### src/rtl/srx_pkg.sv
package srx_pkg;
   typedef enum logic [2:0] {
      RX_IDLE,
      RX_START,
      RX_DATA,
      RX_PAR,
      RX_STOP
   } rx_state_t;
endpackage

### src/rtl/srx_sync.sv
module srx_sync #(
   parameter int STAGES = 2
) (
   input  logic clk,
   input  logic rst_n,
   input  logic din,
   input  logic invert,
   output logic dout
);
   initial begin
      if (STAGES < 2) $error("srx_sync: STAGES must be at least 2");
   end

   logic [STAGES-1:0] chain;

   genvar g;
   generate
      for (g = 0; g < STAGES; g++) begin : g_stage
         if (g == 0) begin : g_first
            always_ff @(posedge clk or negedge rst_n) begin
               if (!rst_n) chain[0] <= 1'b1;
               else        chain[0] <= din;
            end
         end else begin : g_next
            always_ff @(posedge clk or negedge rst_n) begin
               if (!rst_n) chain[g] <= 1'b1;
               else        chain[g] <= chain[g-1];
            end
         end
      end
   endgenerate

   assign dout = chain[STAGES-1] ^ invert;
endmodule

### src/rtl/srx_ctrl.sv
module srx_ctrl
   import srx_pkg::*;
#(
   parameter int OVERSAMPLE = 16,
   parameter int DATA_W     = 8
) (
   input  logic       clk,
   input  logic       rst_n,
   input  logic       tick,
   input  logic       line,
   input  logic [3:0] nbits,
   input  logic       par_en,
   input  logic       two_stop,
   output logic       frame_open,
   output logic       data_stb,
   output logic       par_stb,
   output logic       frame_done,
   output logic       frm_err
);
   localparam int CW  = $clog2(OVERSAMPLE);
   localparam int MID = OVERSAMPLE / 2;
   localparam int BW  = $clog2(DATA_W);

   initial begin
      if (OVERSAMPLE < 4 || (OVERSAMPLE % 2) != 0)
         $error("srx_ctrl: OVERSAMPLE must be even and at least 4");
   end

   rx_state_t      state;
   logic [CW-1:0]  tcnt;
   logic [BW-1:0]  bcnt;
   logic           stop_bad;
   logic           mid_hit, full_hit, last_data, last_stop;

   assign mid_hit    = tick && (tcnt == CW'(MID - 1));
   assign full_hit   = tick && (tcnt == CW'(OVERSAMPLE - 1));
   assign last_data  = ({1'b0, bcnt} == (BW+1)'(nbits - 4'd1));
   assign last_stop  = (bcnt == BW'(two_stop));
   assign frame_open = (state == RX_START) && mid_hit && !line;
   assign data_stb   = (state == RX_DATA) && full_hit;
   assign par_stb    = (state == RX_PAR) && full_hit;
   assign frame_done = (state == RX_STOP) && full_hit && last_stop;
   assign frm_err    = stop_bad | !line;

   always_ff @(posedge clk or negedge rst_n) begin
      if (!rst_n) begin
         state    <= RX_IDLE;
         tcnt     <= '0;
         bcnt     <= '0;
         stop_bad <= 1'b0;
      end else begin
         case (state)
            RX_IDLE: begin
               tcnt <= '0;
               bcnt <= '0;
               if (!line) state <= RX_START;
            end
            RX_START: begin
               if (mid_hit) begin
                  tcnt     <= '0;
                  stop_bad <= 1'b0;
                  state    <= line ? RX_IDLE : RX_DATA;
               end else if (tick) begin
                  tcnt <= tcnt + 1'b1;
               end
            end
            RX_DATA: begin
               if (full_hit) begin
                  tcnt <= '0;
                  if (last_data) begin
                     bcnt  <= '0;
                     state <= par_en ? RX_PAR : RX_STOP;
                  end else begin
                     bcnt <= bcnt + 1'b1;
                  end
               end else if (tick) begin
                  tcnt <= tcnt + 1'b1;
               end
            end
            RX_PAR: begin
               if (full_hit) begin
                  tcnt  <= '0;
                  state <= RX_STOP;
               end else if (tick) begin
                  tcnt <= tcnt + 1'b1;
               end
            end
            RX_STOP: begin
               if (full_hit) begin
                  tcnt     <= '0;
                  stop_bad <= stop_bad | !line;
                  if (last_stop) state <= RX_IDLE;
                  else           bcnt  <= bcnt + 1'b1;
               end else if (tick) begin
                  tcnt <= tcnt + 1'b1;
               end
            end
            default: state <= RX_IDLE;
         endcase
      end
   end

   // a start window whose mid sample sees mark level goes back to idle
   a_r8_glitch_to_idle: assert property (@(posedge clk) disable iff (!rst_n)
      (state == RX_START && mid_hit && line) |=> (state == RX_IDLE));

   // once data begins, the frame never goes back to the start phase
   a_r2_frame_order: assert property (@(posedge clk) disable iff (!rst_n)
      (state == RX_DATA) |=> (state != RX_START && state != RX_IDLE));

   // the stop phase runs only as long as the selected stop count
   a_r6_stop_count: assert property (@(posedge clk) disable iff (!rst_n)
      (state == RX_STOP) |-> (bcnt <= BW'(two_stop)));
endmodule

### src/rtl/srx_shift.sv
module srx_shift #(
   parameter int DATA_W = 8
) (
   input  logic              clk,
   input  logic              rst_n,
   input  logic              clear,
   input  logic              data_stb,
   input  logic              par_stb,
   input  logic              bit_in,
   input  logic              msb_first,
   input  logic [3:0]        nbits,
   input  logic              par_en,
   input  logic              par_odd,
   output logic [DATA_W-1:0] data_o,
   output logic              par_err_o
);
   initial begin
      if (DATA_W < 4 || DATA_W > 15) $error("srx_shift: DATA_W out of range");
   end

   logic [DATA_W-1:0] sh;
   logic              acc;

   always_ff @(posedge clk or negedge rst_n) begin
      if (!rst_n) begin
         sh  <= '0;
         acc <= 1'b0;
      end else if (clear) begin
         sh  <= '0;
         acc <= 1'b0;
      end else if (data_stb) begin
         acc <= acc ^ bit_in;
         if (msb_first) sh <= {sh[DATA_W-2:0], bit_in};
         else           sh <= {bit_in, sh[DATA_W-1:1]};
      end else if (par_stb) begin
         acc <= acc ^ bit_in;
      end
   end

   always_comb begin
      if (msb_first) data_o = sh;
      else           data_o = sh >> (DATA_W - int'(nbits));
   end

   assign par_err_o = par_en & (acc ^ par_odd);
endmodule

### src/rtl/serial_frame_rx.sv
module serial_frame_rx #(
   parameter int OVERSAMPLE  = 16,
   parameter int SYNC_STAGES = 2
) (
   input  logic       clk,
   input  logic       rst_n,
   input  logic       rx_line,
   input  logic       os_tick,
   input  logic [1:0] cfg_len,
   input  logic       cfg_par_en,
   input  logic       cfg_par_odd,
   input  logic       cfg_two_stop,
   input  logic       cfg_msb_first,
   input  logic       cfg_invert,
   output logic [7:0] out_data,
   output logic       out_valid,
   output logic       out_par_err,
   output logic       out_frm_err
);
   localparam int DATA_W   = 8;
   localparam int MIN_BITS = DATA_W - 3;

   logic             line_s;
   logic [3:0]       nbits;
   logic             frame_open, data_stb, par_stb, frame_done, frm_err;
   logic [DATA_W-1:0] data_w;
   logic             par_err_w;

   assign nbits = 4'(cfg_len) + 4'(MIN_BITS);

   srx_sync #(.STAGES(SYNC_STAGES)) u_sync (
      .clk(clk), .rst_n(rst_n), .din(rx_line), .invert(cfg_invert), .dout(line_s));

   srx_ctrl #(.OVERSAMPLE(OVERSAMPLE), .DATA_W(DATA_W)) u_ctrl (
      .clk(clk), .rst_n(rst_n), .tick(os_tick), .line(line_s), .nbits(nbits),
      .par_en(cfg_par_en), .two_stop(cfg_two_stop), .frame_open(frame_open),
      .data_stb(data_stb), .par_stb(par_stb), .frame_done(frame_done),
      .frm_err(frm_err));

   srx_shift #(.DATA_W(DATA_W)) u_shift (
      .clk(clk), .rst_n(rst_n), .clear(frame_open), .data_stb(data_stb),
      .par_stb(par_stb), .bit_in(line_s), .msb_first(cfg_msb_first), .nbits(nbits),
      .par_en(cfg_par_en), .par_odd(cfg_par_odd), .data_o(data_w),
      .par_err_o(par_err_w));

   always_ff @(posedge clk or negedge rst_n) begin
      if (!rst_n) begin
         out_data    <= '0;
         out_valid   <= 1'b0;
         out_par_err <= 1'b0;
         out_frm_err <= 1'b0;
      end else begin
         out_valid   <= frame_done;
         out_par_err <= frame_done & par_err_w;
         out_frm_err <= frame_done & frm_err;
         if (frame_done) out_data <= data_w;
      end
   end

   // the valid strobe lasts one cycle
   a_r9_valid_pulse: assert property (@(posedge clk) disable iff (!rst_n)
      out_valid |=> !out_valid);

   // error flags appear only together with valid
   a_r9_flags_qualified: assert property (@(posedge clk) disable iff (!rst_n)
      (out_par_err || out_frm_err) |-> out_valid);

   // no parity error when parity is off
   a_r5_par_off_quiet: assert property (@(posedge clk) disable iff (!rst_n)
      out_par_err |-> cfg_par_en);

   // unused upper bits read as zero
   a_r4_upper_zero: assert property (@(posedge clk) disable iff (!rst_n)
      out_valid |-> ((out_data >> (int'(cfg_len) + MIN_BITS)) == 8'd0));
endmodule

### config.mk
export PLATFORM = sky130hd
export DESIGN_NAME = serial_frame_rx
export DESIGN_NICKNAME = d
export VERILOG_FILES = /design/src/rtl/srx_pkg.sv /design/src/rtl/srx_sync.sv /design/src/rtl/srx_ctrl.sv /design/src/rtl/srx_shift.sv /design/src/rtl/serial_frame_rx.sv
export SDC_FILE = /design/constraint.sdc
export NUM_CORES = 1
export LEC_CHECK = 0
export ABC_AREA = 1
export ABC_CLOCK_PERIOD_IN_PS = 1600
export CAP_MARGIN = 20
export CORE_ASPECT_RATIO = 1.75
export CORE_UTILIZATION = 55
export DETAILED_ROUTE_END_ITERATION = 10
export DONT_BUFFER_PORTS = 1
export PLACE_DENSITY = 0.85
export SYNTH_ARGS = -nofsm -noshare
export SYNTH_HDL_FRONTEND = slang
export SYNTH_HIERARCHICAL = 1
export SYNTH_SLANG_ARGS = --single-unit
### constraint.sdc
create_clock -name clk -period 1.6 [get_ports clk]
set_input_delay 0.16 -clock clk [delete_from_list [all_inputs] [get_ports clk]]
set_output_delay 0.16 -clock clk [all_outputs]
set_load 0.01 [all_outputs]
[Word level (Yosys, flattened, before mapping)]
Cells that the tools add are included.
Cells by class
  add/sub/neg operators: 5
  eq/ne operators: 16
  shift-type cells: 1
  muxes and demuxes: 29
  bitwise logic cells: 7
  reductions and logical operators: 19
Operator list (number)
  $mux W3: 12
  $mux W8: 4
  $shr A8 B32 Y8: 1
  $pmux W3 S5: 1
  $mux W4: 3
  $ne A2 B1 Y1 const B: 6
  $pmux W4 S3: 1
  $pmux W3 S3: 1
  $reduce_bool A3 Y1: 3
  $logic_and A1 B1 Y1: 8
  $reduce_and A7 Y1: 1
  $eq A3 B2 Y1 const B: 2
  $mux W1: 5
  $sub A4 B4 Y5 const A: 1
  $add A2 B3 Y4 const B: 1
  $add A4 B1 Y4 const B: 1
  $eq A3 B4 Y1: 1
  $eq A4 B3 Y1 const B: 1
  $eq A4 B4 Y1 const B: 1
  $ne A2 B2 Y1 const B: 2
  $reduce_and A4 Y1: 1
  $reduce_bool A2 Y1: 2
  $sub A4 B1 Y4 const B: 1
  $add A3 B1 Y3 const B: 1
  12 further kinds: 16
Word-level totals
  flip-flop bits (word level): 33
  input port bits: 11

[Logic depth before layout (Yosys ltp)]
Gate-level depths: netlist of run 1.
  depth in word-level cells: 6
  mapped depth: 14
  gate-level depth less buffers: 13

[Cells and area by module]
Netlist of run 1, hierarchy kept.
By module, submodules not included
  srx_shift: times used 1, cells each 136, area an instance 904.6 um^2, seq. area each 225.2 um^2
  srx_ctrl: times used 1, cells each 132, area an instance 862.1 um^2, seq. area each 275.3 um^2
  serial_frame_rx: times used 1, cells each 45, area an instance 424.2 um^2, seq. area each 275.3 um^2
  srx_sync: times used 1, cells each 7, area an instance 71.3 um^2, seq. area each 52.6 um^2

[Least setup slack after synthesis of run 1]
Ideal clock, no wire load.
  path kind: input to register
  start: in cfg_len[0]
  end: reg out_data[1]
  library setup time: 0.117 ns
  arrival time: 1.501 ns
  required time: 1.483 ns
  slack: -0.017 ns
  stages: 12
  path buffers: 0
  cells stage by stage: ha_1 inv_1 ha_1 bufinv_8 nand2_2 nor2_1 nor2_1 nand2_1 nand3_1 nand2_1 nand2_1 nand2_1
On the way
  longest elaborated chain between the ends: 4
RTL lines
  start: declaration: line serial_frame_rx.sv:9  | input logic [1:0] cfg_len,
  $add A2 B3 Y4: line serial_frame_rx.sv:29  | assign nbits = 4'(cfg_len) + 4'(MIN_BITS);
  $sub A4 B4 Y5: line srx_shift.sv:42  | else data_o = sh >> (DATA_W - int'(nbits));
  $shr A8 B32 Y8: line srx_shift.sv:42
  $mux W8: line srx_shift.sv:41  | if (msb_first) data_o = sh;
  net data_w[1]: line serial_frame_rx.sv:26  | logic [DATA_W-1:0] data_w;
  end signal: assignment: line serial_frame_rx.sv:56  | if (frame_done) out_data <= data_w;
  end: declaration: line serial_frame_rx.sv:15  | output logic [7:0] out_data,
The timed path passes the listed nets, and every way through them passes these cells.
A chain may end at the register's enable or synchronous reset.

[Worst setup path in the final report of run 1]
  start: reg u_ctrl.tcnt[1]
  end: reg u_ctrl.state[1]
On the way
  longest elaborated chain between the ends: 4
RTL lines
  start: declaration: line srx_ctrl.sv:30  | logic [CW-1:0] tcnt;
  start signal: assignment: line srx_ctrl.sv:64  | tcnt <= tcnt + 1'b1;
  start signal: assignment: line srx_ctrl.sv:77  | tcnt <= tcnt + 1'b1;
  start signal: assignment: line srx_ctrl.sv:85  | tcnt <= tcnt + 1'b1;
  $eq A4 B4 Y1 / $eq A4 B3 Y1 (equally long branches): line srx_ctrl.sv:36, srx_ctrl.sv:35
  $logic_and A1 B1 Y1 (on tied branches): line srx_ctrl.sv:36, srx_ctrl.sv:35
  $ne A2 B1 Y1 (no line)
  $reduce_and A7 Y1 (no line) (*)
  end signal: assignment: line srx_ctrl.sv:62  | state <= line ? RX_IDLE : RX_DATA;
  end signal: assignment: line srx_ctrl.sv:72  | state <= par_en ? RX_PAR : RX_STOP;
  end: declaration: line srx_ctrl.sv:29  | rx_state_t state;
Mark *: on every way between the ends. The rest lies on a longest branch, timed or not.

==> results of run 1 <==
[kinds of logic (layout without fill, tap and decap cells)]
group,after synthesis,in the layout,synth area share
AOI/OAI and AO/OA,43,43,0.114
xor gates and xnor gates,5,5,0.0227
adders and majority gates,6,6,0.0332
buffers and inverters,53,84,0.103
DFF,33,33,0.366
and+or+nand+nor,180,180,0.361
[routing by layer]
metal / GRT usage / vias up
met1: 0.265 / 1032
met3: 0.0351 / 31
li1: - / 1079
met2: 0.522 / 67
met5: 0 / -
met4: 0.177 / 0
[per-stage QoR]
step                      setup TNS [ps]  worst slack [ps]  cell area, um^2
after CTS                              0              16.0             2600
after global placement              -741              -125             2440
after global routing                -190             -49.5             2680
after detailed placement           -1110              -185             2440
after floorplan                        0              54.4             2280
final                                  0              35.6             2680
[what timing repair did]
action	CTS	global route
hold buffers	3	0
endpoints found under the hold margin	34	0
endpoints found under the setup margin	0	22
setup buffers	0	6
resized for setup	0	10
[worst register-to-register path, stage by stage (launching register included)]
cell and delay, ps:
sky130_fd_sc_hd__dfrtp_1 380, sky130_fd_sc_hd__ha_1 170, sky130_fd_sc_hd__nand2_2 80, sky130_fd_sc_hd__nor2_4 90
sky130_fd_sc_hd__nand2_2 90, sky130_fd_sc_hd__buf_4 160, sky130_fd_sc_hd__o21ai_2 60, sky130_fd_sc_hd__nand2_2 100
sky130_fd_sc_hd__nor2_4 130, sky130_fd_sc_hd__nand2_2 80, sky130_fd_sc_hd__nand2_1 70, sky130_fd_sc_hd__nand2_1 50
[cell usage after synthesis, types with 2 or more instances]
cell type | count | share of area
sky130_fd_sc_hd__a21boi_0 | 4 | 0.013
sky130_fd_sc_hd__a21oi_1 | 7 | 0.015
sky130_fd_sc_hd__buf_6 | 2 | 0.010
sky130_fd_sc_hd__dfrtp_1 | 31 | 0.34
sky130_fd_sc_hd__dfstp_2 | 2 | 0.023
sky130_fd_sc_hd__ha_1 | 6 | 0.033
sky130_fd_sc_hd__inv_1 | 42 | 0.070
sky130_fd_sc_hd__inv_2 | 5 | 0.0083
sky130_fd_sc_hd__nand2_1 | 112 | 0.19
sky130_fd_sc_hd__nand2_2 | 10 | 0.028
sky130_fd_sc_hd__nand3_1 | 21 | 0.046
sky130_fd_sc_hd__nand3_2 | 8 | 0.035
sky130_fd_sc_hd__nand4_1 | 2 | 0.0055
sky130_fd_sc_hd__nor2_1 | 18 | 0.030
sky130_fd_sc_hd__nor2_2 | 2 | 0.0055
sky130_fd_sc_hd__nor2_4 | 2 | 0.010
sky130_fd_sc_hd__nor3_1 | 3 | 0.0066
sky130_fd_sc_hd__o21a_1 | 2 | 0.0066
sky130_fd_sc_hd__o21ai_0 | 8 | 0.018
sky130_fd_sc_hd__o21ai_1 | 9 | 0.020
sky130_fd_sc_hd__o21ai_2 | 3 | 0.012
sky130_fd_sc_hd__o22ai_1 | 8 | 0.022
sky130_fd_sc_hd__xor2_1 | 3 | 0.012
[where the power goes]
part / internal (mW) / switching [mW] / total (mW) / leakage, nW
registers: 0.910 / 0.0672 / 0.977 / 0.422
logic: 0.396 / 0.658 / 1.05 / 0.964
clock network: 0.507 / 0.291 / 0.798 / 0.0585
total: 1.81 / 1.02 / 2.83 / 1.44
[final timing paths]
path / to / slack [ps] / startpoint / cells past startpoint
worst max-delay path: u_ctrl/state[1] / 40 / u_ctrl/tcnt[1] / 11
worst min-delay path: out_par_err / 70 / cfg_par_en / 4
worst max register to register: u_ctrl/state[1] / 40 / u_ctrl/tcnt[1] / 11
worst min register to register: u_sync/chain[1] / 360 / u_sync/chain[0] / 0
max in group asynchronous: u_sync/chain[0] / 1020 / rst_n / 2
min in group asynchronous: out_data[0] / 330 / rst_n / 2
[state kept, by name, summed over array words and instances, names as in the netlist]
signal           flops
out_data             8
out_frm_err          1
out_par_err          1
out_valid            1
u_ctrl/bcnt          3
u_ctrl/state         3
u_ctrl/stop_bad      1
u_ctrl/tcnt          4
u_shift/acc          1
u_shift/sh           8
u_sync/chain         2
[layout by cell type (no fill, tap or decap), types with 2 or more instances in the layout]
cell | Yosys | layout
sky130_fd_sc_hd__a21boi_0 | 4 | 4
sky130_fd_sc_hd__a21oi_1 | 7 | 7
sky130_fd_sc_hd__buf_12 | 0 | 2
sky130_fd_sc_hd__buf_4 | 1 | 22
sky130_fd_sc_hd__clkbuf_8 | 0 | 6
sky130_fd_sc_hd__dfrtp_1 | 31 | 30
sky130_fd_sc_hd__dfstp_2 | 2 | 2
sky130_fd_sc_hd__dlygate4sd3_1 | 0 | 2
sky130_fd_sc_hd__ha_1 | 6 | 5
sky130_fd_sc_hd__inv_1 | 42 | 40
sky130_fd_sc_hd__inv_2 | 5 | 7
sky130_fd_sc_hd__nand2_1 | 112 | 111
sky130_fd_sc_hd__nand2_2 | 10 | 10
sky130_fd_sc_hd__nand3_1 | 21 | 21
sky130_fd_sc_hd__nand3_2 | 8 | 8
sky130_fd_sc_hd__nand4_1 | 2 | 2
sky130_fd_sc_hd__nor2_1 | 18 | 17
sky130_fd_sc_hd__nor2_2 | 2 | 3
sky130_fd_sc_hd__nor2_4 | 2 | 2
sky130_fd_sc_hd__o21a_1 | 2 | 2
sky130_fd_sc_hd__o21ai_0 | 8 | 7
sky130_fd_sc_hd__o21ai_1 | 9 | 10
sky130_fd_sc_hd__o21ai_2 | 3 | 3
sky130_fd_sc_hd__o22ai_1 | 8 | 8
sky130_fd_sc_hd__xor2_1 | 3 | 3
[area by class of cell]
cell class                 count  share of cell area
tap                           48              0.0224
timing repair buffer          27              0.0882
sequential                    33               0.310
inverter                      49              0.0738
multi-input combinational    234               0.463
clock inverter                 1              0.0112
clock buffer                   7              0.0322
==> reports/results.md, run 1 <==
| Group | Metric | Reported |
|:---|:---|:---|
| timing | Fmax | 0.639 GHz |
| worst setup path | Most used cell along the critical path | sky130_fd_sc_hd__nand2_2 |
| routing | Total met3 wirelength after detailed routing | 199 um |
| pwr | Maximum vdd drop | 0.000957 V |
| placed design | Count of input and output buffers | 0 |
| placed design | Weighted congestion reported at the end of routability-driven placement | 0.967 |
| floorplanning | Die height | 86.8 um |
| worst setup path | Cell family contributing the most delay on the critical path | simple AND/OR/NAND/NOR gates |
| min path | Worst min path class | in -> reg |
| job | Number of max-cap violations | 0 |
| floorplanning | Floorplan die area | 4380 um^2 |
| timing | Clock period minus worst slack | 1560 ps |
| timing | Final Max Tran Viols | 0 |
| clocking | H-tree depth | 2 |
| global routing | Total global routing track utilization | 0.274 |
| finish | Antenna Diode Count | 0 |
| clocking | Worst-skew pair later-pin latency | 280 ps |
| global routing | Via count of the first global-routing pass | 2146 |
| timing | Headroom to the max-slew limit | 0.809 |
| routing | 1st-pass router iterations | 4 |
| routing | Mean routed wirelength per cell | 14.3 um |
| global routing | First-pass GRT wire length | 9090 um |
| worst setup path | Maximum fanout along the worst path | 5 |
| worst setup path | Required time of the critical path | 1770 ps |
| logic synthesis | Most used flip-flop cell after synthesis | sky130_fd_sc_hd__dfrtp_1 |
| worst setup path | Buffer and inverter count on the worst path | 1 |
| logic synthesis | Post-Syn Area per Cell | 7.07 um^2 |
| global routing | Leftover overflow at the end of global routing | 0 |
| timing | Skew final | 3.25 ps |
| finish | Post-synthesis to final-layout area growth | 18.5% |
| routing | Starting DRC count in detailed routing | 72 |
| placed design | Placed insts | 382 |
| timing | Final setup violation count | 0 |
| floorplanning | Initial Util | 0.579 |
| timing | Tightest Pin Transition | 286 ps |
| clocking | Maximum number of buffers from clock root to sink | 2 |
| worst setup path | Category of the critical setup timing path | reg -> reg |
| logic synthesis | Yosys Warn Count | 6 |
| clocking | Total clock buffers created by CTS | 5 |
| routing | Vias per inst | 5.54 |
| timing | Worst-case hold slack | 65.1 ps |
| finish | Sequential cell area | 830 um^2 |
| worst setup path | Arrival time of data at the critical path endpoint | 1740 ps |
| logic synthesis | Cell variety after synth | 33 |
| finish | Number of filler instances in the final layout | 316 |
| global routing | Pin count of the biggest net entering global routing | 34 |
| clocking | TritonCTS clock tree | done |
| finish | Final layout net count | 367 |
| floorplanning | DIE WIDTH | 50.5 um |
| global routing | Initial antenna violation count | 0 |
| timing | Crit share post-route | 0.978 |
| finish | Layout cell share with drive strength beyond 1 | 0.217 |
| routing | Detailed Route WL | 5700 um |
| worst setup path | Critical path launch point type | register |
| timing | Hold Violations, Final | 0 |
| timing | RSZ-0062 raised after global routing | yes |
| routing | Count of vias placed by the detailed router | 2209 |
| pwr | Leakage power figure | 1.44 nW |
| logic synthesis | Register bit total from synthesis | 33 |
| logic synthesis | Synth async-reset ratio | 1.00 |
| placed design | Half-perimeter wire length of the detailed placement result | 4110 um |
| floorplanning | Count of pins on the block boundary | 22 |
| worst setup path | Critical path's slowest cell | sky130_fd_sc_hd__dfrtp_1 |
| clocking | CTS root buf | sky130_fd_sc_hd__clkbuf_8 |
| clocking | CTS sink cnt | 33 |
| routing | Top metal layer carrying routed signals | met4 |
| clocking | Clk slew on worst S/H paths | 60 ps |
| finish | Final core occ | 0.687 |
| logic synthesis | Synthesized net count | 337 |
| logic synthesis | Number of enable flip-flop cells after synthesis | 0 |
| floorplanning | Number of cell rows | 30 |
| outcome | Run status | completed |
| pwr | Overall power after layout | 2.83 mW |
| floorplanning | Core Area | 3900 um^2 |
| routing | Met2 layer wire length in the routed design | 3310 um |
| pwr | Pwr Density | 1060 nW/um^2 |
| routing | Met1 Wirelength | 1870 um |
| worst setup path | Kind of end point of the critical path | register |
| routing | Final ANT Viol Nets | 0 |
| logic synthesis | Synthesized instance count | 320 |
| routing | Number of remaining DRC errors | 0 |
| worst setup path | Slowest stage delay, CP | 380 ps |
| finish | Final non-filler cell total | 399 |
| worst setup path | CP Cell Sequence | ha_1 -> nand2_2 -> nor2_4 -> nand2_2 -> buf_4 -> o21ai_2 -> nand2_2 -> nor2_4 -> nand2_2 -> nand2_1 -> nand2_1 |
| logic synthesis | Portion of the post-synthesis area used by sequential elements | 0.366 |
| finish | Multi-input logic area | 1240 um^2 |
| logic synthesis | Netlist Area Pre-Place | 2260 um^2 |
Note: power is estimated with default switching activity, not from simulation.
==> inputs of run 2 (changes only) <==
Settings changed: SKIP_CTS_REPAIR_TIMING set to 1, SYNTH_HIERARCHICAL 1 to unset.
==> run 2 against run 1 <==
Sequential share of layout area increased by 5.5 points. Fmax increased by 6.3%. Clock-buffer cell count decreased by 2. Global-route usage increased by 0.17 points. Register-to-register slack improved by 90 ps. Final cell count decreased by 17%. Clock skew increased by 5.5 ps. Via count decreased by 17%. Critical path depth decreased by 1.
==> reports/results.md, run 2 <==
| Group | Metric | Reported | Change |
|:---|:---|:---|:---|
| placed design | Count of input and output buffers | 0 | unchanged |
| finish | Leading cell type in the layout, fill and taps excluded | sky130_fd_sc_hd__nand2_1 | unchanged |
| routing | Starting DRC count in detailed routing | 59 | was 72 |
| timing | Fin Setup TNS | 0 ps | unchanged |
| routing | Number of remaining DRC errors | 0 | unchanged |
| clocking | Clk slew on worst S/H paths | 60 ps | about the same |
| finish | Final non-filler cell total | 330 | was 399 |
| logic synthesis | Cell with the most instances after synthesis | sky130_fd_sc_hd__nand2_1 | unchanged |
| timing | Crit share post-route | 0.920 | was 0.978 |
| global routing | Pin count of the biggest net entering global routing | 34 | unchanged |
| routing | Count of vias placed by the detailed router | 1824 | was 2209 |
| outcome | Run status | completed | unchanged |
| worst setup path | Worst Reg2Reg Path Length in Cells | 10 | was 11 |
| global routing | Via count of the first global-routing pass | 1717 | was 2146 |
| floorplanning | Count of pins on the block boundary | 22 | unchanged |
| routing | Final ANT Viol Nets | 0 | unchanged |
| finish | Final core occ | 0.662 | was 0.687 |
| pwr | Part of the power in registers | 0.351 | was 0.345 |
| logic synthesis | Synth area leaders | sky130_fd_sc_hd__dfrtp_1 (39%), sky130_fd_sc_hd__nand2_1 (16%), sky130_fd_sc_hd__nand3_1 (5.7%) | was sky130_fd_sc_hd__dfrtp_1 (34%), sky130_fd_sc_hd__nand2_1 (19%), sky130_fd_sc_hd__inv_1 (7.0%) |
| worst setup path | Kind of end point of the critical path | register | unchanged |
| floorplanning | Die height | 81.9 um | was 86.8 um |
| floorplanning | Floorplan die area | 3910 um^2 | was 4380 um^2 |
| timing | Fmax | 0.679 GHz | was 0.639 GHz |
| worst setup path | Internal reg-to-reg setup slack | 130 ps | was 40 ps |
| finish | Antenna Diode Count | 0 | unchanged |
| pwr | Leakage power figure | 1.25 nW | was 1.44 nW |
| min path | Endpoint with the worst hold slack | out_par_err | unchanged |
| floorplanning | Number of cell rows | 28 | was 30 |
| floorplanning | DIE WIDTH | 47.7 um | was 50.5 um |
| logic synthesis | Synthesized instance count | 273 | was 320 |
| logic synthesis | Cell variety after synth | 30 | was 33 |
| timing | Final Max Tran Viols | 0 | unchanged |
| logic synthesis | Netlist Area Pre-Place | 2010 um^2 | was 2260 um^2 |
| timing | Final setup violation count | 0 | unchanged |
| routing | Vias per inst | 5.53 | was 5.54 |
| pwr | Combinational fraction of design power | 0.325 | was 0.373 |
| clocking | H-tree depth | 2 | unchanged |
| worst setup path | Start of the worst register-to-register path | u_ctrl.tcnt[0] | was u_ctrl/tcnt[1] |
| logic synthesis | Ranking of synthesized cells by instance count | sky130_fd_sc_hd__nand2_1 (86), sky130_fd_sc_hd__dfrtp_1 (31), sky130_fd_sc_hd__inv_1 (25) | was sky130_fd_sc_hd__nand2_1 (112), sky130_fd_sc_hd__inv_1 (42), sky130_fd_sc_hd__dfrtp_1 (31) |
| pwr | Int Pwr | 1.85 mW | was 1.81 mW |
| pwr | Overall power after layout | 2.84 mW | was 2.83 mW |
| logic synthesis | Register bit total from synthesis | 33 | unchanged |
| logic synthesis | Synth async-reset ratio | 1.00 | unchanged |
| pwr | Maximum vdd drop | 0.00102 V | was 0.000957 V |
| global routing | Initial antenna violation count | 0 | unchanged |
| placed design | Half-perimeter wire length of the detailed placement result | 3470 um | was 4110 um |
| finish | Commonest cells after routing, fill and taps aside | sky130_fd_sc_hd__nand2_1 (84), sky130_fd_sc_hd__dfrtp_1 (31), sky130_fd_sc_hd__inv_1 (25), sky130_fd_sc_hd__nor2_1 (23), sky130_fd_sc_hd__nand3_1 (22) | was sky130_fd_sc_hd__nand2_1 (111), sky130_fd_sc_hd__inv_1 (40), sky130_fd_sc_hd__dfrtp_1 (30), sky130_fd_sc_hd__buf_4 (22), sky130_fd_sc_hd__nand3_1 (21) |
| min path | Worst Hold Path Cells | 2 | was 4 |
| worst setup path | Required time of the critical path | 1770 ps | about the same |
| worst setup path | Critical path origin | u_ctrl.tcnt[0] | was u_ctrl/tcnt[1] |
| clocking | Worst-skew pair later-pin latency | 290 ps | was 280 ps |
| timing | Hold Violations, Final | 0 | unchanged |
| global routing | First-pass GRT wire length | 7520 um | was 9090 um |
| floorplanning | Core Area | 3430 um^2 | was 3900 um^2 |
| finish | Layout cell share with drive strength beyond 1 | 0.165 | was 0.217 |
| routing | Detailed Route WL | 4600 um | was 5700 um |
| finish | Largest registers | out_data: 8 flops, u_shift.sh: 8 flops, u_ctrl.tcnt: 4 flops | was out_data: 8 flops, u_shift/sh: 8 flops, u_ctrl/tcnt: 4 flops |
| clocking | CTS root buf | sky130_fd_sc_hd__clkbuf_8 | unchanged |
| timing | Tightest Pin Transition | 423 ps | was 286 ps |
| logic synthesis | Post-Syn Area per Cell | 7.36 um^2 | was 7.07 um^2 |
| min path | Start point of the worst min-delay path | cfg_par_en | unchanged |
| global routing | Leftover overflow at the end of global routing | 0 | unchanged |
| clocking | Total clock buffers created by CTS | 5 | unchanged |
| timing | Worst-case hold slack | 44.6 ps | was 65.1 ps |
| clocking | Maximum number of buffers from clock root to sink | 2 | unchanged |
| logic synthesis | Portion of the post-synthesis area used by sequential elements | 0.412 | was 0.366 |
| min path | Worst min path class | in -> reg | unchanged |
| worst setup path | Critical register-to-register path endpoint | u_ctrl.bcnt[0] | was u_ctrl/state[1] |
| timing | Headroom to the max-slew limit | 0.716 | was 0.809 |
| finish | Final layout net count | 299 | was 367 |
| finish | Post-synthesis to final-layout area growth | 13.2% | was 18.5% |
| worst setup path | Critical path launch point type | register | unchanged |
| placed design | Weighted congestion reported at the end of routability-driven placement | 0.927 | was 0.967 |
| worst setup path | Category of the critical setup timing path | reg -> reg | unchanged |
| worst setup path | Arrival time of data at the critical path endpoint | 1640 ps | was 1740 ps |
| pwr | Clk network pwr share | 0.325 | was 0.282 |
| pwr | Pwr Density | 1250 nW/um^2 | was 1060 nW/um^2 |
| logic synthesis | Number of enable flip-flop cells after synthesis | 0 | unchanged |
| clocking | TritonCTS clock tree | done | unchanged |
| logic synthesis | Area share of the largest cell type after synthesis | 0.386 | was 0.343 |
| clocking | CTS sink cnt | 33 | unchanged |
| routing | 1st-pass router iterations | 4 | unchanged |
| floorplanning | Initial Util | 0.585 | was 0.579 |
| timing | Clock period minus worst slack | 1470 ps | was 1560 ps |
| logic synthesis | Cell taking the most area after synthesis | sky130_fd_sc_hd__dfrtp_1 | unchanged |
| routing | Mean routed wirelength per cell | 13.9 um | was 14.3 um |
| worst setup path | Maximum fanout along the worst path | 4 | was 5 |
| pwr | Reported net switching power | 0.991 mW | was 1.02 mW |
| timing | Skew final | 8.73 ps | was 3.25 ps |
| logic synthesis | Yosys Warn Count | 0 | was 6 |
| global routing | Total global routing track utilization | 0.276 | was 0.274 |
| pwr | Sw frac | 0.349 | was 0.359 |
| job | Number of max-cap violations | 0 | unchanged |
| logic synthesis | Synthesized net count | 288 | was 337 |
| placed design | Placed insts | 317 | was 382 |
| logic synthesis | Most used flip-flop cell after synthesis | sky130_fd_sc_hd__dfrtp_1 | unchanged |
## run 2: cell types whose count changed in the layout (fill, tap and decap cells not counted), sizes merged, moves of 4 or more
| cell | change |
|---|---|
| buf | -20 |
| o21ai | +5 |
| nand3 | -6 |
| a21boi | -4 |
| nand2 | -28 |
| a21oi | -4 |
| nor2 | +10 |
| inv | -14 |
## run 2: logic make-up after synthesis
group	synth area share
and+or+nand+nor	0.348
AOI/OAI and AO/OA	0.111
buffers and inverters	0.0822
DFF	0.412
xor gates and xnor gates	0.0218
adders and majority gates	0.0249
## run 2: per-stage QoR
| step | worst slack (ps) | cell area (um^2) |
|---|---|---|
| floorplan | 282 | 2010 |
| global placement | 70.6 | 2060 |
| detailed placement | 25.2 | 2060 |
| CTS | 16.9 | 2190 |
| global route | -8.59 | 2270 |
| finish | 128 | 2270 |
## run 2: layout make-up
cell class | count | area (um^2)
fill | 304 | 1160
multi-input combinational | 202 | 1040
sequential | 33 | 828
inverter | 34 | 134
timing repair buffer | 8 | 80.1
clock buffer | 5 | 68.8
clock inverter | 3 | 65.1
tap | 45 | 56.3
## run 2: critical path, cell delays in order (launching register included)
cell                      delay, ps
sky130_fd_sc_hd__dfrtp_1        380
sky130_fd_sc_hd__ha_1           180
sky130_fd_sc_hd__nand2_2         90
sky130_fd_sc_hd__inv_2           90
sky130_fd_sc_hd__nand2_1        100
sky130_fd_sc_hd__nand2_1         70
sky130_fd_sc_hd__o21ai_1         80
sky130_fd_sc_hd__nor2_2         190
sky130_fd_sc_hd__inv_2           80
sky130_fd_sc_hd__nand2_1         60
sky130_fd_sc_hd__nand2_1         50
## run 2: per-layer routing
metal	vias up	routed length [um]	global-route usage
met2	71	2660	0.511
met5	-	0	0
li1	896	-	-
met1	827	1540	0.262
met3	30	181	0.0440
met4	0	225	0.167
## run 2: power by group through the flow
stage / Clock [mW] / Sequential [mW] / Combinational (mW)
6_report: 0.922 / 0.996 / 0.922
3_3_place_gp: 0 / 1.00 / 0.812
5_1_grt: 0.961 / 1.00 / 1.04
3_5_place_dp: 0 / 1.01 / 0.842
2_1_floorplan: 0 / 1.00 / 0.665
4_1_cts: 0.935 / 0.994 / 0.846
## run 2: how the worst max path moves through the flow
stage | end | slack [ps] | depth (start not counted)
floorplan | u_ctrl.state[0] | 280 | 10
detailed placement | out_data[1] | 30 | 7
global placement | out_data[1] | 70 | 7
CTS | out_data[1] | 20 | 7
finish | u_ctrl.bcnt[0] | 130 | 10
global route | u_ctrl.bcnt[0] | -9 | 10
==> inputs of run 3 (changes only) <==
Settings changed: ABC_AREA 1 to unset.
==> run 3 against run 2 <==
The run now ends with negative setup slack left. Via count fell by 18%. Total power decreased by 28%. Worst hold slack worse by 25 ps. Worst setup slack worse by 220 ps. First-iteration DRC count down 46%. Synthesized cell count shrank 31%. Global-route usage down 4.2 points. Design area is 1.1% higher. Highest routed layer unchanged.
==> reports/results.md, run 3 <==
| Group | Metric | Reported | Change |
|:---|:---|:---|:---|
| logic synthesis | Post-synthesis adder-cell area fraction | 0.0256 | was 0.0249 |
| routing | Count of vias placed by the detailed router | 1497 | was 1824 |
| clocking | Total clock buffers created by CTS | 5 | unchanged |
| clocking | TritonCTS clock tree | done | unchanged |
| logic synthesis | Cell taking the most area after synthesis | sky130_fd_sc_hd__dfrtp_1 | unchanged |
| outcome | Violations in the final reports | negative setup slack |  |
| routing | Mean routed wirelength per cell | 15.4 um | was 13.9 um |
| floorplanning | DIE WIDTH | 47.1 um | was 47.7 um |
| floorplanning | Die height | 80.9 um | was 81.9 um |
| worst setup path | Required time of the critical path | 1760 ps | was 1770 ps |
| pwr | Maximum vdd drop | 0.000629 V | was 0.00102 V |
| global routing | Total global routing track utilization | 0.234 | was 0.276 |
| global routing | Pin count of the biggest net entering global routing | 34 | unchanged |
| clocking | CTS root buf | sky130_fd_sc_hd__clkbuf_8 | unchanged |
| min path | Worst min path class | in -> reg | unchanged |
| worst setup path | Critical path's slowest cell | sky130_fd_sc_hd__dfrtp_1 | unchanged |
| clocking | CTS sink cnt | 33 | unchanged |
| logic synthesis | Ranking of synthesized cells by instance count | sky130_fd_sc_hd__dfrtp_1 (31), sky130_fd_sc_hd__nor2_1 (26), sky130_fd_sc_hd__a21oi_1 (14) | was sky130_fd_sc_hd__nand2_1 (86), sky130_fd_sc_hd__dfrtp_1 (31), sky130_fd_sc_hd__inv_1 (25) |
| logic synthesis | Number of enable flip-flop cells after synthesis | 0 | unchanged |
| finish | Leading cell type in the layout, fill and taps excluded | sky130_fd_sc_hd__dfrtp_1 | was sky130_fd_sc_hd__nand2_1 |
| finish | Largest registers | out_data: 8 flops, u_shift.sh: 8 flops, u_ctrl.tcnt: 4 flops | unchanged |
| timing | Hold Violations, Final | 0 | unchanged |
| timing | Worst-case hold slack | 19.9 ps | was 44.6 ps |
| placed design | Placed insts | 237 | was 317 |
| worst setup path | Critical path launch point type | register | unchanged |
| timing | Crit path setup slack, layout | -90.3 ps | was 128 ps |
| clocking | Clk slew on worst S/H paths | 70 ps | was 60 ps |
| timing | Final setup violation count | 4 | was 0 |
| global routing | Leftover overflow at the end of global routing | 0 | unchanged |
| placed design | Count of input and output buffers | 0 | unchanged |
| worst setup path | Slowest stage delay, CP | 410 ps | was 380 ps |
| routing | Vias per inst | 5.92 | was 5.53 |
| timing | RSZ-0062 raised after global routing | yes |  |
| placed design | Half-perimeter wire length of the detailed placement result | 2770 um | was 3470 um |
| finish | Post-synthesis to final-layout area growth | 17.5% | was 13.2% |
| timing | Headroom to the max-slew limit | 0.726 | was 0.716 |
| global routing | Initial antenna violation count | 0 | unchanged |
| placed design | Weighted congestion reported at the end of routability-driven placement | 0.885 | was 0.927 |
| logic synthesis | Area share of the largest cell type after synthesis | 0.396 | was 0.386 |
| worst setup path | Worst Reg2Reg Path Length in Cells | 7 | was 10 |
| logic synthesis | Most used flip-flop cell after synthesis | sky130_fd_sc_hd__dfrtp_1 | unchanged |
| logic synthesis | Post-Syn Area per Cell | 10.4 um^2 | was 7.36 um^2 |
| timing | Final Max Tran Viols | 0 | unchanged |
| clocking | H-tree depth | 2 | unchanged |
| logic synthesis | Portion of netlist area occupied by mux cells | 0.114 | was 0 |
| placed design | Post-placement setup slack | -91.5 ps | was 25.2 ps |
| finish | Final core occ | 0.676 | was 0.662 |
| routing | Starting DRC count in detailed routing | 32 | was 59 |
| logic synthesis | Synthesized net count | 204 | was 288 |
| routing | Detailed Route WL | 3890 um | was 4600 um |
| pwr | Overall power after layout | 2.05 mW | was 2.84 mW |
| worst setup path | Critical register-to-register path endpoint | u_ctrl.bcnt[2] | was u_ctrl.bcnt[0] |
| routing | 1st-pass router iterations | 4 | unchanged |
| logic synthesis | Register bit total from synthesis | 33 | unchanged |
| logic synthesis | Synth async-reset ratio | 1.00 | unchanged |
| finish | Final layout net count | 222 | was 299 |
| clocking | Worst-skew pair later-pin latency | 290 ps | about the same |
| timing | Skew final | 8.12 ps | was 8.73 ps |
| floorplanning | Number of cell rows | 28 | unchanged |
| pwr | Pwr Density | 890 nW/um^2 | was 1250 nW/um^2 |
| worst setup path | Category of the critical setup timing path | reg -> reg | unchanged |
| timing | Tightest Pin Transition | 412 ps | was 423 ps |
| min path | Worst Hold Path Cells | 1 | was 2 |
| finish | Final non-filler cell total | 253 | was 330 |
| logic synthesis | Combinational family with the most area after synthesis | compound AO/OA/AOI/OAI gates | was simple AND/OR/NAND/NOR gates |
| job | Number of max-cap violations | 0 | unchanged |
| routing | Final ANT Viol Nets | 0 | unchanged |
| min path | Start point of the worst min-delay path | cfg_par_en | unchanged |
| floorplanning | Count of pins on the block boundary | 22 | unchanged |
| finish | Number of filler instances in the final layout | 255 | was 304 |
| worst setup path | Start of the worst register-to-register path | u_ctrl.tcnt[1] | was u_ctrl.tcnt[0] |
| global routing | First-pass GRT wire length | 6290 um | was 7520 um |
| logic synthesis | Compound-Gate Fraction of Synth Area | 0.186 | was 0.111 |
| min path | Endpoint with the worst hold slack | out_par_err | unchanged |
| pwr | Leakage power figure | 0.999 nW | was 1.25 nW |
| logic synthesis | Post-Synth XOR/XNOR Area | 0.0313 | was 0.0218 |
| worst setup path | Arrival time of data at the critical path endpoint | 1850 ps | was 1640 ps |
| timing | Crit share post-route | 1.06 | was 0.920 |
| finish | Commonest cells after routing, fill and taps aside | sky130_fd_sc_hd__dfrtp_1 (30), sky130_fd_sc_hd__nor2_1 (24), sky130_fd_sc_hd__buf_4 (18), sky130_fd_sc_hd__a21oi_1 (14), sky130_fd_sc_hd__mux2i_1 (10) | was sky130_fd_sc_hd__nand2_1 (84), sky130_fd_sc_hd__dfrtp_1 (31), sky130_fd_sc_hd__inv_1 (25), sky130_fd_sc_hd__nor2_1 (23), sky130_fd_sc_hd__nand3_1 (22) |
| placed design | Placement-stage cell area | 2040 um^2 | was 2060 um^2 |
| floorplanning | Initial Util | 0.576 | was 0.585 |
| logic synthesis | Yosys Warn Count | 0 | unchanged |
| finish | Layout cell share with drive strength beyond 1 | 0.293 | was 0.165 |
| logic synthesis | Synth area leaders | sky130_fd_sc_hd__dfrtp_1 (40%), sky130_fd_sc_hd__mux4_2 (5.8%), sky130_fd_sc_hd__mux2i_1 (5.1%) | was sky130_fd_sc_hd__dfrtp_1 (39%), sky130_fd_sc_hd__nand2_1 (16%), sky130_fd_sc_hd__nand3_1 (5.7%) |
| logic synthesis | Cell with the most instances after synthesis | sky130_fd_sc_hd__dfrtp_1 | was sky130_fd_sc_hd__nand2_1 |
| finish | Antenna Diode Count | 0 | unchanged |
| logic synthesis | Simple-Gate Fraction of Synth Area | 0.148 | was 0.348 |
| outcome | Run status | complete, but fails checks | was completed |
| finish | Final design area excluding fillers | 2300 um^2 | was 2270 um^2 |
| floorplanning | Floorplan die area | 3810 um^2 | was 3910 um^2 |
| floorplanning | Core Area | 3400 um^2 | was 3430 um^2 |
| timing | Clock period minus worst slack | 1690 ps | was 1470 ps |
| worst setup path | Internal reg-to-reg setup slack | -90 ps | was 130 ps |
| clocking | Maximum number of buffers from clock root to sink | 2 | unchanged |
| worst setup path | CP Cell Sequence | ha_4 -> nand4_4 -> or3_4 -> o21bai_4 -> buf_6 -> a31o_4 -> nor3_2 | was ha_1 -> nand2_2 -> inv_2 -> nand2_1 -> nand2_1 -> o21ai_1 -> nor2_2 -> inv_2 -> nand2_1 -> nand2_1 |
| worst setup path | Maximum fanout along the worst path | 5 | was 4 |
| timing | Fin Setup TNS | -153 ps | was 0 ps |
| logic synthesis | Portion of the post-synthesis area used by sequential elements | 0.423 | was 0.412 |
| logic synthesis | Cell variety after synth | 47 | was 30 |
| routing | Number of remaining DRC errors | 0 | unchanged |
| logic synthesis | Netlist Area Pre-Place | 1960 um^2 | was 2010 um^2 |
| worst setup path | Kind of end point of the critical path | register | unchanged |
| global routing | Via count of the first global-routing pass | 1459 | was 1717 |
| timing | Fmax | 0.592 GHz | was 0.679 GHz |
| logic synthesis | Synthesized instance count | 189 | was 273 |
[run 3: changes by cell type in the layout (fill, tap and decap cells not counted), sizes merged, moves of 3 or more]
| cell | previous run | this run |
|---|---|---|
| nand2 | 94 | 8 |
| inv | 33 | 7 |
| nand3 | 23 | 3 |
| buf | 5 | 22 |
| o21ai | 25 | 11 |
| a21oi | 3 | 14 |
| mux2i | 0 | 10 |
| a22oi | 0 | 6 |
| nor2 | 32 | 26 |
| mux4 | 0 | 5 |
| o22ai | 7 | 2 |
| a211oi | 3 | 7 |
| and3 | 0 | 4 |
| a31oi | 0 | 3 |
[run 3: worst max-delay path: cells and delay by family, from the launching register on]
family	cells	cell delay, ps
adder cells (fa/ha/maj)	1	180
AND/OR/NAND/NOR	3	530
AO/OA/AOI/OAI	2	320
flip-flops	1	410
buffers and inverters	1	130
[run 3: area by class of cell]
class                           instances  area, um^2  share of cell area
Clock inverter                          1        5.00             0.00218
Sequential cell                        33         830               0.361
Multi-Input combinational cell        136        1060               0.461
Timing Repair Buffer                   24         226              0.0985
Tap cell                               45        56.3              0.0245
Clock buffer                            7        96.3              0.0419
Inverter                                7        26.3              0.0114
[run 3: cell families (layout without fill, tap and decap cells)]
logic type | count (synthesis) | after routing
adders and majority gates | 4 | 4
DFF | 33 | 33
and+or+nand+nor | 57 | 57
buffers and inverters | 20 | 39
muxes | 16 | 16
xor gates and xnor gates | 7 | 7
AOI/OAI and AO/OA | 52 | 52
[run 3: where the power goes]
part | internal [mW] | leakage (nW) | total [mW] | switching, mW
sequential | 0.870 | 0.444 | 0.943 | 0.0730
combinational | 0.231 | 0.500 | 0.413 | 0.181
clock | 0.389 | 0.0542 | 0.690 | 0.302
[run 3: worst max-delay path by stage]
stage,slack [ps],cells after the start,end,from
3_5_place_dp,-90,6,u_ctrl.bcnt[0],u_ctrl.tcnt[1]
2_1_floorplan,50,6,u_ctrl.state[0],cfg_len[0]
3_3_place_gp,-30,6,u_ctrl.state[2],u_ctrl.tcnt[1]
4_1_cts,-100,6,u_ctrl.bcnt[0],u_ctrl.tcnt[1]
6_report,-90,7,u_ctrl.bcnt[2],u_ctrl.tcnt[1]
5_1_grt,-150,6,u_ctrl.bcnt[0],u_ctrl.tcnt[1]
[run 3: metal layers]
metal / wire length, um / GRT usage / part of all wire
met1: 1370 / 0.222 / 0.35
met2: 2230 / 0.413 / 0.57
met3: 109 / 0.0578 / 0.028
met4: 178 / 0.157 / 0.046
met5: 0 / 0 / 0
